**src/rtl/clk_evt_regs.sv**
```systemverilog
`timescale 1ns/1ps
module clk_evt_regs #(
  parameter int NSRC = 11,
  parameter int NSTR = 4,
  parameter int AW   = 3
) (
  input  logic            clk,
  input  logic            rst_n,
  input  logic            bus_reset,
  input  logic            req_valid,
  input  logic [1:0]      req_op,
  input  logic [AW-1:0]   req_idx,
  input  logic [63:0]     req_wdata,
  input  logic [63:0]     req_cmp,
  output logic            rsp_valid,
  output logic [63:0]     rsp_data,
  input  logic            rx_cfg_chg,
  input  logic            tx_cfg_chg,
  input  logic            cur_locked,
  input  logic [NSRC-1:0] src_locked,
  input  logic [NSRC-1:0] src_slip,
  input  logic [NSTR-1:0] chan_valid,
  output logic [NSTR-1:0] stream_run,
  output logic [15:0]     clock_sel,
  output logic            notify_valid,
  output logic [63:0]     notify_addr,
  output logic [31:0]     notify_word
);
  localparam logic [63:0] NO_OWNER = 64'hFFFF_0000_0000_0000;
  localparam int SLIP_LSB = 16;
  localparam logic [15:0] CLK_RST = 16'h020C;

  logic [63:0]     owner_q;
  logic [31:0]     evt_q, en_q;
  logic [NSRC-1:0] lock_q, slip_q;
  logic            cur_q;
  logic [31:0]     ext_word, ev;
  logic [63:0]     rd_val;

  wire is_wr  = req_valid && req_op == 2'd1;
  wire is_cas = req_valid && req_op == 2'd2;
  wire is_rd  = req_valid && !is_wr && !is_cas;
  wire clk_acc = is_wr && req_idx == AW'(2);
  wire slip_clr = is_rd && req_idx == AW'(5);

  always_comb begin
    ext_word = '0;
    ext_word[NSRC-1:0] = lock_q;
    ext_word[SLIP_LSB +: NSRC] = slip_q;
  end

  assign ev = {25'd0, src_locked != lock_q, clk_acc, cur_locked != cur_q,
               2'b00, tx_cfg_chg, rx_cfg_chg};

  always_comb begin
    case (req_idx)
      AW'(0):  rd_val = owner_q;
      AW'(1):  rd_val = {32'd0, evt_q};
      AW'(2):  rd_val = {48'd0, clock_sel};
      AW'(3):  rd_val = {32'd0, en_q};
      AW'(4):  rd_val = {63'd0, cur_q};
      AW'(5):  rd_val = {32'd0, ext_word};
      default: rd_val = '0;
    endcase
  end

  always_ff @(posedge clk) begin
    if (!rst_n) begin
      owner_q <= NO_OWNER;
      evt_q <= '0;
      en_q <= '0;
      stream_run <= '0;
      clock_sel <= CLK_RST;
      lock_q <= '0;
      slip_q <= '0;
      cur_q <= 1'b0;
      rsp_valid <= 1'b0;
      rsp_data <= '0;
      notify_valid <= 1'b0;
      notify_addr <= '0;
      notify_word <= '0;
    end else begin
      rsp_valid <= req_valid;
      rsp_data <= is_wr ? 64'd0 : rd_val;
      lock_q <= src_locked;
      cur_q <= cur_locked;
      slip_q <= (slip_q & ~{NSRC{slip_clr}}) | src_slip;
      notify_valid <= (|ev) && owner_q != NO_OWNER && !bus_reset;
      if (|ev) begin
        evt_q <= ev;
        notify_addr <= owner_q;
        notify_word <= ev;
      end
      if (clk_acc) clock_sel <= req_wdata[15:0];
      if (bus_reset) begin
        owner_q <= NO_OWNER;
        en_q <= '0;
        stream_run <= '0;
      end else begin
        if (is_cas && req_idx == AW'(0) && req_cmp == owner_q) owner_q <= req_wdata;
        if (is_wr && req_idx == AW'(3)) begin
          en_q <= req_wdata[31:0];
          stream_run <= (|req_wdata[31:0]) ? chan_valid : '0;
        end
      end
    end
  end
endmodule


```
**config.mk**
```make
export PLATFORM = sky130hd
export DESIGN_NAME = clk_evt_regs
export DESIGN_NICKNAME = d
export VERILOG_FILES = /design/src/rtl/clk_evt_regs.sv
export SDC_FILE = /design/constraint.sdc
export NUM_CORES = 1
export LEC_CHECK = 0
export BUFFER_PORTS_ARGS = -buffer_cell sky130_fd_sc_hd__buf_4
export CAP_MARGIN = 20
export CELL_PAD_IN_SITES_DETAIL_PLACEMENT = 0
export CELL_PAD_IN_SITES_GLOBAL_PLACEMENT = 1
export CORE_MARGIN = 3
export CORE_UTILIZATION = 28
export DETAILED_ROUTE_END_ITERATION = 7
export GPL_TIMING_DRIVEN = 1
export MAX_ROUTING_LAYER = met4
export PLACE_DENSITY = 0.6
export SYNTH_ARGS = -nofsm -noshare
export SYNTH_HDL_FRONTEND = slang
export SYNTH_SLANG_ARGS = --single-unit
```
**constraint.sdc**
```tcl
create_clock -name clk -period 5.3 [get_ports clk]
set_clock_uncertainty 0.15 [all_clocks]
set_input_delay 1.59 -clock clk [delete_from_list [all_inputs] [get_ports clk]]
set_output_delay 1.59 -clock clk [all_outputs]
set_load 0.01 [all_outputs]
```
==> metrics.txt <==
Final Max Tran Viols 0; I/O pins 348; reg2reg path depth 7; Tcrit/Tclk final 68.6%; Crit. End Element register; Worst R2R Setup Slack 2490 ps; EDFF count, synth 0; Setup CP Type in -> reg; syn avg cell area 9.17 um2; Static Leakage 5.68 nW; outcome complete, no violations; grt ovf 0; CP peak stage delay 720 ps; Final Critical Period 3640 ps; reg2reg end owner_q[34]; Final GP Congestion 0.842; async set-reset flop share out of synthesis 0%; post-DP HPWL 33200 um; crit path DAT 3870 ps; worst hold slack 302 ps; Synth Warn # 0; Setup Fix Bufs, Post-CTS 0; DR WL/cell 22.4 um; All-Layer GR Usage 21.5%; crit path capture notify_addr[34]; CP max stage cell and2b_4; core area 39000 um2; initial drt markers 680; Post-route DRC 0; Layout Nets 1672; Hold Fails Final Rpt 0; CTS buffer count 34; vias in the first global route 9671; H-tree Lvls 2; Buffers on Ports 320; die width 206 um; CTS Root Buffer Type clkbuf_16; Distinct cells, synth 42; Setup crit start kind input port; row cnt 72; register clock-pin slew on the reported worst setup and hold paths 50 ps; prevailing post-synth register cell dfxtp_1; Hold-fix buffers, CTS 0; first-pass GRT wire length 65500 um; Critical Path Stages 8; Via-to-Cell Ratio 4.86; sequence of cells on the critical path buf_4, nor3b_2, nor2b_1, nor4_2, and2b_4, buf_4, mux2i_1, nor2b_1; CP Max Fanout 36; CTS tree built; share of the synthesized area in the top cell type 49.1%; post-synthesis sequential element count 274; worst-skew pair later-pin latency 520 ps; fraction of layout cells with a size suffix above 1 26.5%; die area 42300 um2; final setup violation count 0; Area growth syn-to-layout 34.3%; PostCTS Resize Cnt 0; antenna violations before repair 5; Slew @ Worst Pin 1080 ps; Final ANT Viol Nets 0; Critical path buffers and inverters 2; Yosys top cell by area dfxtp_1; Post-Route Setup TNS 0 ps; CP top delay family simple AND/OR/NAND/NOR gates; slew margin rel. 28.1%; clk sink count 274; Min-Delay Path Class reg -> reg; RR Startpoint owner_q[19]; max_cap viols 0; Max Clock Freq 275 MHz; largest net degree at the start of global routing 86; Vias 9962; launch point of the worst path req_idx[1]; top post-synthesis cells by area dfxtp_1 (49%), mux2i_1 (6.1%), a21oi_1 (5.1%); Synth Instances 1218; die height 206 um; clk buf depth 3; Worst EP required 5530 ps; mapped cell area 11200 um2; Pwr Density 315 nW/um2; drt pass-1 iters 5; Starting Density 28.6%; VDD IR max 0.000159 V; drt total wl 45800 um; sequential share of the synthesized area 49.1%; RSZ-0062 raised after global routing no
## layout make-up
class	count	area [um2]
Fill cell	3987	24000
Sequential cell	274	5490
Multi-Input combinational cell	855	5190
Timing Repair Buffer	340	2580
Clock buffer	46	937
Tap cell	518	648
Clock inverter	13	153
Antenna cell	4	10.0
Inverter	1	3.75
## worst min path at each step
| stage | start | end | slack, ps | cells past startpoint |
|---|---|---|---|---|
| 4_1_cts | en_q[0] | en_q[0] | 300 | 2 |
| 6_report | en_q[11] | en_q[11] | 300 | 2 |
| 3_3_place_gp | en_q[12] | en_q[12] | 290 | 2 |
| 5_1_grt | en_q[16] | en_q[16] | 320 | 2 |
| 2_1_floorplan | en_q[0] | en_q[0] | 280 | 2 |
| 3_5_place_dp | en_q[11] | en_q[11] | 300 | 2 |
## cells by family after synthesis
logic type / Yosys count / share of synthesized area (%)
and+or+nand+nor: 439 / 20.5
DFF: 274 / 49.1
AOI/OAI and AO/OA: 237 / 12.0
buffers and inverters: 115 / 5.47
xor gates and xnor gates: 77 / 6.04
muxes: 75 / 6.90
other: 1 / 0.0336
## per-stage QoR
step | cell area, um2 | worst slack (ps) | std cells | power [mW] | util (%)
after global routing | 15000 | 1510 | 2051 | 4.89 | 38.5
after global placement | 13900 | 1130 | 1988 | 2.47 | 35.6
after CTS | 15000 | 1640 | 2047 | 4.78 | 38.4
after floorplan | 11300 | 2000 | 1244 | 2.29 | -
after detailed placement | 13900 | 1120 | 1988 | 2.47 | 35.6
final | 15000 | 1660 | 2051 | 4.72 | 38.5
## where the power goes
part | internal, mW | switching [mW] | leakage (nW)
clock network | 1.39 | 0.914 | 0.531
registers | 2.09 | 0.0172 | 2.22
logic | 0.153 | 0.162 | 2.93
## worst register-to-register path, cell delays in order, from the launching register on
cell,delay (ps)
dfxtp_1,620
xnor2_1,200
nand4_1,120
nor4_1,390
and4_2,620
buf_12,320
nand3_1,160
a21oi_1,140
## state kept, by name, summed over array words and instances, names as in the netlist
signal        count
lock_q           11
rsp_valid         1
notify_addr      64
rsp_data         64
en_q             32
slip_q           11
evt_q             5
clock_sel        16
owner_q          64
stream_run        4
notify_valid      1
cur_q             1
## per-layer routing
layer	wire length [um]	global-route usage (%)	share of wire, %
met3	2770	3.46	6.0
met5	0	-	0
met4	1370	7.25	3.0
met2	21300	33.6	46
met1	20400	28.3	45
## layout by cell type (no fill, tap or decap), types with 9 or more instances in the layout
| cell type | n |
|---|---|
| a21boi_0 | 13 |
| a21oi_1 | 113 |
| a22oi_1 | 38 |
| and2_1 | 46 |
| buf_4 | 338 |
| clkbuf_1 | 9 |
| clkbuf_16 | 35 |
| conb_1 | 27 |
| dfxtp_1 | 274 |
| mux2i_1 | 68 |
| nand2_1 | 103 |
| nand3_1 | 89 |
| nand4_1 | 22 |
| nor2_1 | 47 |
| nor2b_1 | 84 |
| nor3_1 | 9 |
| nor4_1 | 23 |
| o21ai_0 | 67 |
| xnor2_1 | 63 |
| xor2_1 | 14 |
## Yosys cell counts (33+ instances only)
cell      count
dfxtp_1     274
xnor2_1      63
a21oi_1     113
clkbuf_1     59
o21ai_0      67
nand3_1      89
nor2_1       47
buf_4        33
and2_1       46
nand2_1     103
a22oi_1      38
mux2i_1      68
nor2b_1      84
Note: power is estimated with default switching activity, not from simulation.
